### src/rtl/tri_core_pkg.sv
package tri_core_pkg;

  localparam int XLEN   = 32;
  localparam int IMM_W  = 16;
  localparam int JADR_W = 26;
  localparam int RIDX_W = 5;
  localparam int SH_W   = 5;

  localparam logic [5:0] OP_RTYPE = 6'b000000;
  localparam logic [5:0] OP_J     = 6'b000010;
  localparam logic [5:0] OP_JAL   = 6'b000011;
  localparam logic [5:0] OP_BEQ   = 6'b000100;
  localparam logic [5:0] OP_BNE   = 6'b000101;
  localparam logic [5:0] OP_ADDI  = 6'b001000;
  localparam logic [5:0] OP_SLTI  = 6'b001010;
  localparam logic [5:0] OP_ORI   = 6'b001101;
  localparam logic [5:0] OP_LUI   = 6'b001111;
  localparam logic [5:0] OP_LW    = 6'b100011;
  localparam logic [5:0] OP_SW    = 6'b101011;

  localparam logic [5:0] FN_SLL = 6'b000000;
  localparam logic [5:0] FN_SRL = 6'b000010;
  localparam logic [5:0] FN_JR  = 6'b001000;
  localparam logic [5:0] FN_ADD = 6'b100000;
  localparam logic [5:0] FN_SUB = 6'b100010;
  localparam logic [5:0] FN_AND = 6'b100100;
  localparam logic [5:0] FN_OR  = 6'b100101;
  localparam logic [5:0] FN_NOR = 6'b100111;
  localparam logic [5:0] FN_SLT = 6'b101010;

  typedef enum logic [3:0] {
    ALU_ADD, ALU_SUB, ALU_AND, ALU_OR, ALU_NOR,
    ALU_SLT, ALU_SLL, ALU_SRL, ALU_PASSB
  } alu_op_e;

  typedef enum logic [1:0] {IMM_SIGN, IMM_ZERO, IMM_UPPER} imm_e;
  typedef enum logic [1:0] {WB_ALU, WB_MEM, WB_LINK} wb_e;
  typedef enum logic [1:0] {DST_RD, DST_RT, DST_LINK} dst_e;
  typedef enum logic [1:0] {NXT_SEQ, NXT_BRANCH, NXT_ABS, NXT_REG} nxt_e;

  typedef struct packed {
    alu_op_e alu_op;
    logic    b_imm;
    imm_e    imm_kind;
    logic    rf_we;
    wb_e     wb_sel;
    dst_e    dst;
    logic    mem_we;
    nxt_e    nxt;
    logic    br_on_ne;
  } ctl_t;

endpackage

### src/rtl/core_decoder.sv
module core_decoder
  import tri_core_pkg::*;
(
  input  logic [5:0] op,
  input  logic [5:0] funct,
  output ctl_t       ctl
);

  always_comb begin
    ctl.alu_op   = ALU_ADD;
    ctl.b_imm    = 1'b0;
    ctl.imm_kind = IMM_SIGN;
    ctl.rf_we    = 1'b0;
    ctl.wb_sel   = WB_ALU;
    ctl.dst      = DST_RD;
    ctl.mem_we   = 1'b0;
    ctl.nxt      = NXT_SEQ;
    ctl.br_on_ne = 1'b0;
    case (op)
      OP_RTYPE: begin
        ctl.rf_we = 1'b1;
        case (funct)
          FN_ADD: ctl.alu_op = ALU_ADD;
          FN_SUB: ctl.alu_op = ALU_SUB;
          FN_AND: ctl.alu_op = ALU_AND;
          FN_OR:  ctl.alu_op = ALU_OR;
          FN_NOR: ctl.alu_op = ALU_NOR;
          FN_SLT: ctl.alu_op = ALU_SLT;
          FN_SLL: ctl.alu_op = ALU_SLL;
          FN_SRL: ctl.alu_op = ALU_SRL;
          FN_JR: begin
            ctl.rf_we = 1'b0;
            ctl.nxt   = NXT_REG;
          end
          default: ctl.rf_we = 1'b0;
        endcase
      end
      OP_ADDI: begin
        ctl.rf_we = 1'b1;
        ctl.b_imm = 1'b1;
        ctl.dst   = DST_RT;
      end
      OP_SLTI: begin
        ctl.rf_we  = 1'b1;
        ctl.b_imm  = 1'b1;
        ctl.dst    = DST_RT;
        ctl.alu_op = ALU_SLT;
      end
      OP_ORI: begin
        ctl.rf_we    = 1'b1;
        ctl.b_imm    = 1'b1;
        ctl.dst      = DST_RT;
        ctl.alu_op   = ALU_OR;
        ctl.imm_kind = IMM_ZERO;
      end
      OP_LUI: begin
        ctl.rf_we    = 1'b1;
        ctl.b_imm    = 1'b1;
        ctl.dst      = DST_RT;
        ctl.alu_op   = ALU_PASSB;
        ctl.imm_kind = IMM_UPPER;
      end
      OP_LW: begin
        ctl.rf_we  = 1'b1;
        ctl.b_imm  = 1'b1;
        ctl.dst    = DST_RT;
        ctl.wb_sel = WB_MEM;
      end
      OP_SW: begin
        ctl.b_imm  = 1'b1;
        ctl.mem_we = 1'b1;
      end
      OP_BEQ: ctl.nxt = NXT_BRANCH;
      OP_BNE: begin
        ctl.nxt      = NXT_BRANCH;
        ctl.br_on_ne = 1'b1;
      end
      OP_J: ctl.nxt = NXT_ABS;
      OP_JAL: begin
        ctl.nxt    = NXT_ABS;
        ctl.rf_we  = 1'b1;
        ctl.wb_sel = WB_LINK;
        ctl.dst    = DST_LINK;
      end
      default: ;
    endcase
  end

endmodule

### src/rtl/core_alu.sv
module core_alu
  import tri_core_pkg::*;
#(
  parameter int W    = 32,
  parameter int SH_B = 5
) (
  input  alu_op_e         op,
  input  logic [W-1:0]    a,
  input  logic [W-1:0]    b,
  input  logic [SH_B-1:0] shamt,
  output logic [W-1:0]    y
);

  always_comb begin
    case (op)
      ALU_ADD:   y = a + b;
      ALU_SUB:   y = a - b;
      ALU_AND:   y = a & b;
      ALU_OR:    y = a | b;
      ALU_NOR:   y = ~(a | b);
      ALU_SLT:   y = {{(W-1){1'b0}}, ($signed(a) < $signed(b))};
      ALU_SLL:   y = b << shamt;
      ALU_SRL:   y = b >> shamt;
      ALU_PASSB: y = b;
      default:   y = '0;
    endcase
  end

endmodule

### src/rtl/core_regfile.sv
module core_regfile #(
  parameter int W = 32,
  parameter int N = 32,
  localparam int AW = $clog2(N)
) (
  input  logic          clk,
  input  logic          we,
  input  logic [AW-1:0] waddr,
  input  logic [W-1:0]  wdata,
  input  logic [AW-1:0] raddr_a,
  output logic [W-1:0]  rdata_a,
  input  logic [AW-1:0] raddr_b,
  output logic [W-1:0]  rdata_b
);

  logic [W-1:0] slots [N];
  logic         wr_en;

  assign wr_en = we && (waddr != '0);

  always_ff @(posedge clk) begin
    if (wr_en) slots[waddr] <= wdata;
  end

  assign rdata_a = (raddr_a == '0) ? '0 : slots[raddr_a];
  assign rdata_b = (raddr_b == '0) ? '0 : slots[raddr_b];

endmodule

### src/rtl/core_fetch.sv
module core_fetch
  import tri_core_pkg::*;
#(
  parameter logic [XLEN-1:0] RESET_PC = '0
) (
  input  logic              clk,
  input  logic              rst_n,
  input  nxt_e              nxt,
  input  logic              br_on_ne,
  input  logic [XLEN-1:0]   rs_val,
  input  logic [XLEN-1:0]   rt_val,
  input  logic [IMM_W-1:0]  imm16,
  input  logic [JADR_W-1:0] addr26,
  output logic [XLEN-1:0]   pc,
  output logic [XLEN-1:0]   pc_plus4
);

  logic [XLEN-1:0] pc_q, pc_d, br_tgt, jmp_tgt;
  logic            br_hit;

  assign pc_plus4 = pc_q + XLEN'(4);
  assign br_tgt   = pc_plus4 + {{(XLEN-IMM_W-2){imm16[IMM_W-1]}}, imm16, 2'b00};
  assign jmp_tgt  = {pc_plus4[XLEN-1:JADR_W+2], addr26, 2'b00};
  assign br_hit   = (rs_val == rt_val) ^ br_on_ne;

  always_comb begin
    case (nxt)
      NXT_BRANCH: pc_d = br_hit ? br_tgt : pc_plus4;
      NXT_ABS:    pc_d = jmp_tgt;
      NXT_REG:    pc_d = rs_val;
      default:    pc_d = pc_plus4;
    endcase
  end

  always_ff @(posedge clk or negedge rst_n) begin
    if (!rst_n) pc_q <= RESET_PC;
    else        pc_q <= pc_d;
  end

  assign pc = pc_q;

  p_seq_step_r12: assert property (@(posedge clk) disable iff (!rst_n)
    (nxt == NXT_SEQ) |=> (pc_q == $past(pc_q) + XLEN'(4)));

  p_branch_fall_r9: assert property (@(posedge clk) disable iff (!rst_n)
    (nxt == NXT_BRANCH && !br_hit) |=> (pc_q == $past(pc_q) + XLEN'(4)));

  p_reg_jump_r11: assert property (@(posedge clk) disable iff (!rst_n)
    (nxt == NXT_REG) |=> (pc_q == $past(rs_val)));

  p_abs_jump_r10: assert property (@(posedge clk) disable iff (!rst_n)
    (nxt == NXT_ABS) |=> (pc_q[JADR_W+1:0] == {$past(addr26), 2'b00}));

endmodule

### src/rtl/tri_fmt_core.sv
module tri_fmt_core
  import tri_core_pkg::*;
#(
  parameter logic [31:0] RESET_PC    = 32'h0000_0000,
  parameter int          SYNC_STAGES = 2
) (
  input  logic        clk,
  input  logic        rst_n,
  output logic [31:0] imem_addr,
  input  logic [31:0] imem_data,
  output logic [31:0] dmem_addr,
  output logic [31:0] dmem_wdata,
  output logic        dmem_we,
  input  logic [31:0] dmem_rdata
);

  localparam int NREGS = 1 << RIDX_W;

  // reset: asynchronous assertion, synchronous release
  logic [SYNC_STAGES-1:0] rst_pipe;
  logic                   rst_core_n;

  always_ff @(posedge clk or negedge rst_n) begin
    if (!rst_n) rst_pipe <= '0;
    else        rst_pipe <= {rst_pipe[SYNC_STAGES-2:0], 1'b1};
  end
  assign rst_core_n = rst_pipe[SYNC_STAGES-1];

  // instruction fields
  logic [5:0]        f_op, f_funct;
  logic [RIDX_W-1:0] f_rs, f_rt, f_rd;
  logic [SH_W-1:0]   f_shamt;
  logic [IMM_W-1:0]  f_imm;
  logic [JADR_W-1:0] f_addr;

  assign f_op    = imem_data[31:26];
  assign f_rs    = imem_data[25:21];
  assign f_rt    = imem_data[20:16];
  assign f_rd    = imem_data[15:11];
  assign f_shamt = imem_data[10:6];
  assign f_funct = imem_data[5:0];
  assign f_imm   = imem_data[15:0];
  assign f_addr  = imem_data[25:0];

  ctl_t              ctl;
  logic [XLEN-1:0]   rs_val, rt_val, imm_ext, alu_b, alu_y;
  logic [XLEN-1:0]   rf_wdata, pc, pc_plus4;
  logic [RIDX_W-1:0] rf_waddr;
  logic              rf_we;

  core_decoder u_dec (
    .op    (f_op),
    .funct (f_funct),
    .ctl   (ctl)
  );

  always_comb begin
    case (ctl.imm_kind)
      IMM_ZERO:  imm_ext = {{(XLEN-IMM_W){1'b0}}, f_imm};
      IMM_UPPER: imm_ext = {f_imm, {(XLEN-IMM_W){1'b0}}};
      default:   imm_ext = {{(XLEN-IMM_W){f_imm[IMM_W-1]}}, f_imm};
    endcase
  end

  assign alu_b = ctl.b_imm ? imm_ext : rt_val;

  core_alu #(.W(XLEN), .SH_B(SH_W)) u_alu (
    .op    (ctl.alu_op),
    .a     (rs_val),
    .b     (alu_b),
    .shamt (f_shamt),
    .y     (alu_y)
  );

  always_comb begin
    case (ctl.dst)
      DST_RT:   rf_waddr = f_rt;
      DST_LINK: rf_waddr = RIDX_W'(NREGS - 1);
      default:  rf_waddr = f_rd;
    endcase
    case (ctl.wb_sel)
      WB_MEM:  rf_wdata = dmem_rdata;
      WB_LINK: rf_wdata = pc_plus4;
      default: rf_wdata = alu_y;
    endcase
  end

  assign rf_we = ctl.rf_we && rst_core_n;

  core_regfile #(.W(XLEN), .N(NREGS)) u_rf (
    .clk     (clk),
    .we      (rf_we),
    .waddr   (rf_waddr),
    .wdata   (rf_wdata),
    .raddr_a (f_rs),
    .rdata_a (rs_val),
    .raddr_b (f_rt),
    .rdata_b (rt_val)
  );

  core_fetch #(.RESET_PC(RESET_PC)) u_fetch (
    .clk      (clk),
    .rst_n    (rst_core_n),
    .nxt      (ctl.nxt),
    .br_on_ne (ctl.br_on_ne),
    .rs_val   (rs_val),
    .rt_val   (rt_val),
    .imm16    (f_imm),
    .addr26   (f_addr),
    .pc       (pc),
    .pc_plus4 (pc_plus4)
  );

  assign imem_addr  = pc;
  assign dmem_addr  = alu_y;
  assign dmem_wdata = rt_val;
  assign dmem_we    = ctl.mem_we && rst_core_n;

  p_store_quiet_r8: assert property (@(posedge clk) disable iff (!rst_core_n)
    dmem_we |-> !rf_we);

  p_slt_bool_r5: assert property (@(posedge clk) disable iff (!rst_core_n)
    (ctl.alu_op == ALU_SLT) |-> (alu_y[XLEN-1:1] == '0));

  p_link_dst_r10: assert property (@(posedge clk) disable iff (!rst_core_n)
    (ctl.wb_sel == WB_LINK) |-> (rf_we && rf_waddr == RIDX_W'(NREGS - 1)));

  p_reset_quiet_r1: assert property (@(posedge clk)
    !rst_core_n |-> (!dmem_we && !rf_we));

endmodule

### config.mk
export PLATFORM = sky130hd
export DESIGN_NAME = tri_fmt_core
export DESIGN_NICKNAME = d
export VERILOG_FILES = /design/src/rtl/tri_core_pkg.sv /design/src/rtl/core_decoder.sv /design/src/rtl/core_alu.sv /design/src/rtl/core_regfile.sv /design/src/rtl/core_fetch.sv /design/src/rtl/tri_fmt_core.sv
export SDC_FILE = /design/constraint.sdc
export NUM_CORES = 2
export LEC_CHECK = 0
export BUFFER_PORTS_ARGS = -buffer_cell sky130_fd_sc_hd__buf_2
export CORE_MARGIN = 10
export CORE_UTILIZATION = 60
export CTS_BUF_LIST = sky130_fd_sc_hd__clkbuf_8
export CTS_CLUSTER_SIZE = 24
export DETAILED_ROUTE_END_ITERATION = 12
export PLACE_DENSITY_LB_ADDON = 0.15
export SLEW_MARGIN = 20
export SYNTH_ARGS = -nofsm -noshare
export SYNTH_HDL_FRONTEND = slang
export SYNTH_HIERARCHICAL = 1
export SYNTH_SLANG_ARGS = --single-unit
### constraint.sdc
create_clock -name clk -period 7.2 [get_ports clk]
set_input_delay 0.72 -clock clk [delete_from_list [all_inputs] [get_ports clk]]
set_output_delay 0.72 -clock clk [all_outputs]
set_load 0.02 [all_outputs]
---- After elaboration in Yosys (flattened, before gate mapping) ----
Memories as Yosys holds them, arrays and structs flattened.
Cells that the tools add are included.
storage, ports and cells
  bits of input ports ..................... 66
  word-level logic and storage cells ...... 88
  register bits after elaboration ......... 34
  RAM bits ................................ 1024
  output and inout bits ................... 97
  memories kept ........................... 1
operators by class
  shifts and indexed selects .............. 2
  equality and inequality tests ........... 36
  multiplexer cells ....................... 23
  $add $sub $neg .......................... 4
  order comparisons ....................... 1
  bitwise operators ....................... 4
  reduce and logical (&&, ||, !) cells .... 15
memory list
  memory      depth  width  read ports  clocked after memory_dff  write ports  RTL line            source
  u_rf.slots  32     32     2           0                         1            core_regfile.sv:16  logic [W-1:0] slots [N];
operators with widths
  kind                   number
  $pmux 32 s9            1
  $mux 32                4
  $pmux 32 s2            2
  $pmux 32 s3            1
  $add 32x32->32         2
  $eq 6x6->1 const B     8
  $add 32x3->32 const B  1
  $and 32x32->32         1
  $eq 32x32->1           1
  $lt 32x32->1           1
  $not 32->32            1
  $or 32x32->32          1
  $shl 32x5->32          1
  $shr 32x5->32          1
  $sub 32x32->32         1
  $eq 6x4->1 const B     5
  $pmux 3 s7             1
  $eq 6x2->1 const B     3
  $eq 4x3->1 const B     4
  $pmux 4 s4             1
  $eq 6x3->1 const B     2
  $logic_not 6->1        2
  $pmux 2 s2             3
  $reduce_or 6->1        2
  18 further kinds       35

---- Longest topological paths before layout ----
  word-level depth ........................ 9
  depth in mapped cells ................... 25
  gate-level depth less buffers ........... 20

---- By module ----
The synthesis kept the hierarchy.
modules (own cells, without submodules)
  module        instances  cells an instance  area an instance (µm²)
  core_regfile  1          2564               47929.7
  core_alu      1          1247               8559.5
  core_fetch    1          571                4391.7
  tri_fmt_core  1          250                1363.8
  core_decoder  1          63                 402.9

---- Least setup slack after synthesis ----
No wires, ideal clock.
  path type ............................... input port to flip-flop
  from .................................... input port imem_data[18]
  to ...................................... memory u_rf.slots[0][27] (data pin)
  path buffers ............................ 3
  arrival ................................. 6496 ps
  path slack .............................. 250 ps
  setup time .............................. 454 ps
  stages .................................. 21
  required time ........................... 6746 ps
  path through ............................ buf_4 or3_1 buf_2 clkbuf_1 o221ai_1 a21oi_1 a211oi_1 inv_1 o22ai_1 inv_1 ha_1 o21ba_2 a211oi_1 o311ai_2 a21oi_1 o311ai_4 o21ai_0 a221oi_1 o21ai_0 nand2_1 o21ai_0
between the ends
  elaborated cells between the ends (all ways) .. 13
RTL lines
  element                                           RTL line            source
  start, declared                                   tri_fmt_core.sv:10  input logic [31:0] imem_data,
  $mem_v2 32x32 or $logic_not 5->1 (tied branches)  n/a
  $mux 32 *                                         core_regfile.sv:26  assign rdata_b = (raddr_b == '0) ? '0 : slots[raddr_b];
  via dmem_wdata[1]                                 tri_fmt_core.sv:12  output logic [31:0] dmem_wdata,
  $mux 32 *                                         tri_fmt_core.sv:65  assign alu_b = ctl.b_imm ? imm_ext : rt_val;
  via alu_b[1]                                      tri_fmt_core.sv:46  logic [XLEN-1:0] rs_val, rt_val, imm_ext, alu_b, alu_y;
  $sub 32x32->32 (tied with other cells)            core_alu.sv:17      ALU_SUB: y = a - b;
  $pmux 32 s9 *                                     core_alu.sv:15      case (op)
  via dmem_addr[27]                                 tri_fmt_core.sv:11  output logic [31:0] dmem_addr,
  $pmux 32 s2 *                                     tri_fmt_core.sv:81  case (ctl.wb_sel)
  via rf_wdata[27]                                  tri_fmt_core.sv:47  logic [XLEN-1:0] rf_wdata, pc, pc_plus4;
  end, declared                                     core_regfile.sv:16
The timed path passes the listed nets; every way through them passes the cells marked *.

---- Worst setup path after layout ----
  from .................................... input port imem_data[16]
  to ...................................... output port dmem_addr[26]
between the ends
  elaborated cells between the ends (all ways) .. 12
RTL lines
  element                                           RTL line
  $mem_v2 32x32 or $logic_not 5->1 (tied branches)  n/a
  $mux 32 *                                         core_regfile.sv:26
  $mux 32 *                                         tri_fmt_core.sv:65
  via alu_b[0]                                      tri_fmt_core.sv:46
  $sub 32x32->32 (tied with other cells)            core_alu.sv:17
  $pmux 32 s9 *                                     core_alu.sv:15
  end, declared                                     tri_fmt_core.sv:11
Marks and branches as above.

==> metrics.cfg <==
[route]
met2_length_um = 108000
vias = 49900
wl_per_cell_um = 37.5
highest_layer = met5
wirelength_um = 249000
drtIter0Drc = 8448
viasPerCell = 7.52
ant_nets = 0
firstDrtPassIters = 7
wl_met3_um = 36000
drc = 0
wl_met1_um = 84200

[timing]
finalSetupViolCount = 0
whs_ps = 142
slew_headroom_pct = 18.7
fin_crit_sh_pct = 99.6
maxSlewViolCount = 0
tns_ps = 0
rsz0062_at_grt = true
worstMarginPinSlew_ps = 1220
finClkSkew_ps = 85.1
fmax_ghz = 0.139
hold_violations = 0
fin_crit_ps = 7170

[pwr]
power.density_mw_per_mm2 = 258
power_leakage_nw = 25.5
peakVddDrop_mv = 0.295

[clocking]
clk_path_buf_depth = 3
cts_sinks = 1058
cts_tree = done
clock-root-buffer = clkbuf_8
numCtsBuffers = 167
clk_pin_slew_ps = 60
insertion_delay_ps = 920
htree_levels = 4

[place]
gp_congestion = 1.05
portBuffers = 162
placed_cells = 6324
hpwl_um = 169000

[synth]
netlist_instances = 4695
yosysTopAreaCell = edfxtp_1
syn_avg_cell_area_um2 = 13.3
synth-seq-cells = 1058
dominantRegCellSynth = edfxtp_1
synth_area_leaders = edfxtp_1 49%, mux4_2 12%, mux2i_1 6.3%
synth_xor_area_share_pct = 1.13
synth_compound_area_share_pct = 12.8
ys_seq_area_share_pct = 50.4
synth.area.mux_share_pct = 21.9
syn_area_mm2 = 0.0626
ys_warn_count = 6
synth_enable_flop_cells = 1024
synth_cell_types = 113
synthAdderAreaFrac_pct = 2.81
synth_top_area_share_pct = 49.1
yosys.area_share.simple_pct = 6.98
synth_top_family_by_area = multiplexers
synth_common_cells = 1024 x edfxtp_1, 395 x mux2i_1, 337 x mux4_2
synthArstFlopShare_pct = 3.21
yosysMostFrequentCell = edfxtp_1

[critical_path]
worstPathMaxFanout = 23
arrival_ps = 6450
path_class = in2out
reg2reg_to = u_rf/slots[27][22]
r2r_slack_ps = 1090
worst_setup_path_start_kind = input port
end_kind = output pin
rr_worst_depth = 21
crit_required_ps = 6480
crit_start = imem_data[16]
r2r_start = u_rf/slots[30][0]

[floorplan]
start_util_pct = 60.4
die_h_um = 343
coreArea_mm2 = 0.104
die_area_mm2 = 0.118
die_x_um = 343
rows = 118
ioPinCount = 163

[finish]
post-route-util_pct = 68.4
final_cell_count_no_fill = 6638
syn2layout_area_growth_pct = 13.2
layout.nets = 5322
drive_gt1_share_pct = 26.3

[run]
maxCapViolations = 0

[status]
status = finished clean

[global_route]
grt-ovfl-total = 0
antenna_found_initial = 7
grt_max_degree = 99
grt_first_pass_wirelength_um = 348000
track_usage_pct = 41.5
grt_pass1_vias = 47400

[worst_hold_path]
hold_class = in2async

[state kept, by name, indices dropped and copies added, names as in the netlist]
register	flops
rst_pipe	2
u_fetch/pc	32
u_rf/slots	1024
[timing repair]
| item | CTS | global route |
|---|---|---|
| setup endpoints to repair | 9 | 14 |
| pin swaps | 0 | 1 |
| hold buffers | 1 | 0 |
| hold endpoints to repair | 2 | 0 |
| cloned | 0 | 1 |
| resized for setup | 4 | 11 |
| setup buffers | 0 | 1 |
[cells by family after synthesis]
kind of cell,after synthesis
and+or+nand+nor,901
buffers and inverters,522
muxes,855
adders and majority gates,139
AOI/OAI and AO/OA,1137
other,2
DFF,1058
xor gates and xnor gates,81
[layout by cell type, fill, tap and decap left out, types with 54 or more instances in the layout]
cell	n
inv_1	191
buf_4	392
o221ai_1	77
a211oi_1	88
mux4_2	337
mux4_1	54
a22oi_1	116
buf_2	154
edfxtp_1	1024
clkbuf_8	168
a21oi_1	210
nor2_1	201
mux2_2	69
ha_1	134
o21ai_0	185
nand4_1	60
nand2_1	308
a221oi_1	63
mux2i_1	395
nor2b_1	56
[report_power, final]
part           leakage, nW  internal (mW)  switching [mW]  total [mW]
registers             9.62           7.64           0.113        7.76
clock network         1.74           2.31            2.46        4.77
logic                 14.1           1.97            3.80        5.77
total                 25.5           11.9            6.37        18.3
[area by class of cell]
cell class                      count  area (µm²)
Antenna cell                        5        12.5
Clock buffer                      168        2310
Clock inverter                    137         748
Fill cell                        7439       32700
Inverter                          151         568
Multi-Input combinational cell   3146       29400
Sequential cell                  1058       31600
Tap cell                         1380        1730
Timing Repair Buffer              593        4590
[worst max path at each step]
stage | to | depth (start not counted)
CTS | dmem_addr[29] | 24
floorplan | u_rf/slots[0][27] | 21
global placement | dmem_addr[29] | 24
detailed placement | dmem_addr[29] | 24
global route | dmem_addr[28] | 24
finish | dmem_addr[26] | 20
[worst max-delay path: stages]
cell	delay, ps
buf_8	200
nor2b_4	1010
a22oi_1	210
nand4_1	200
a211oi_1	160
inv_1	100
o22ai_1	190
buf_4	250
ha_1	210
fa_1	410
o21ba_2	250
o2111ai_1	310
a21oi_1	150
or3_1	430
a221oi_2	420
a31o_1	300
o221ai_1	160
xnor2_1	150
o221ai_1	340
buf_2	250
[stage by stage]
step           setup WS (ps)  total power, mW  instance area (µm²)
5_1_grt                -2.57             18.8                70900
4_1_cts                -57.9             18.1                70800
2_1_floorplan            250             11.0                62800
3_3_place_gp            -217             13.4                67700
6_report                27.5             18.3                70900
3_5_place_dp            -243             13.4                67800
[routing by layer]
layer,track usage [%],vias to the layer above
met2,61.1,4432
met1,51.9,24600
met3,13.8,1006
li1,-,19900
met5,0,-
met4,28.4,4
Power figures use the tool's default switching activity.
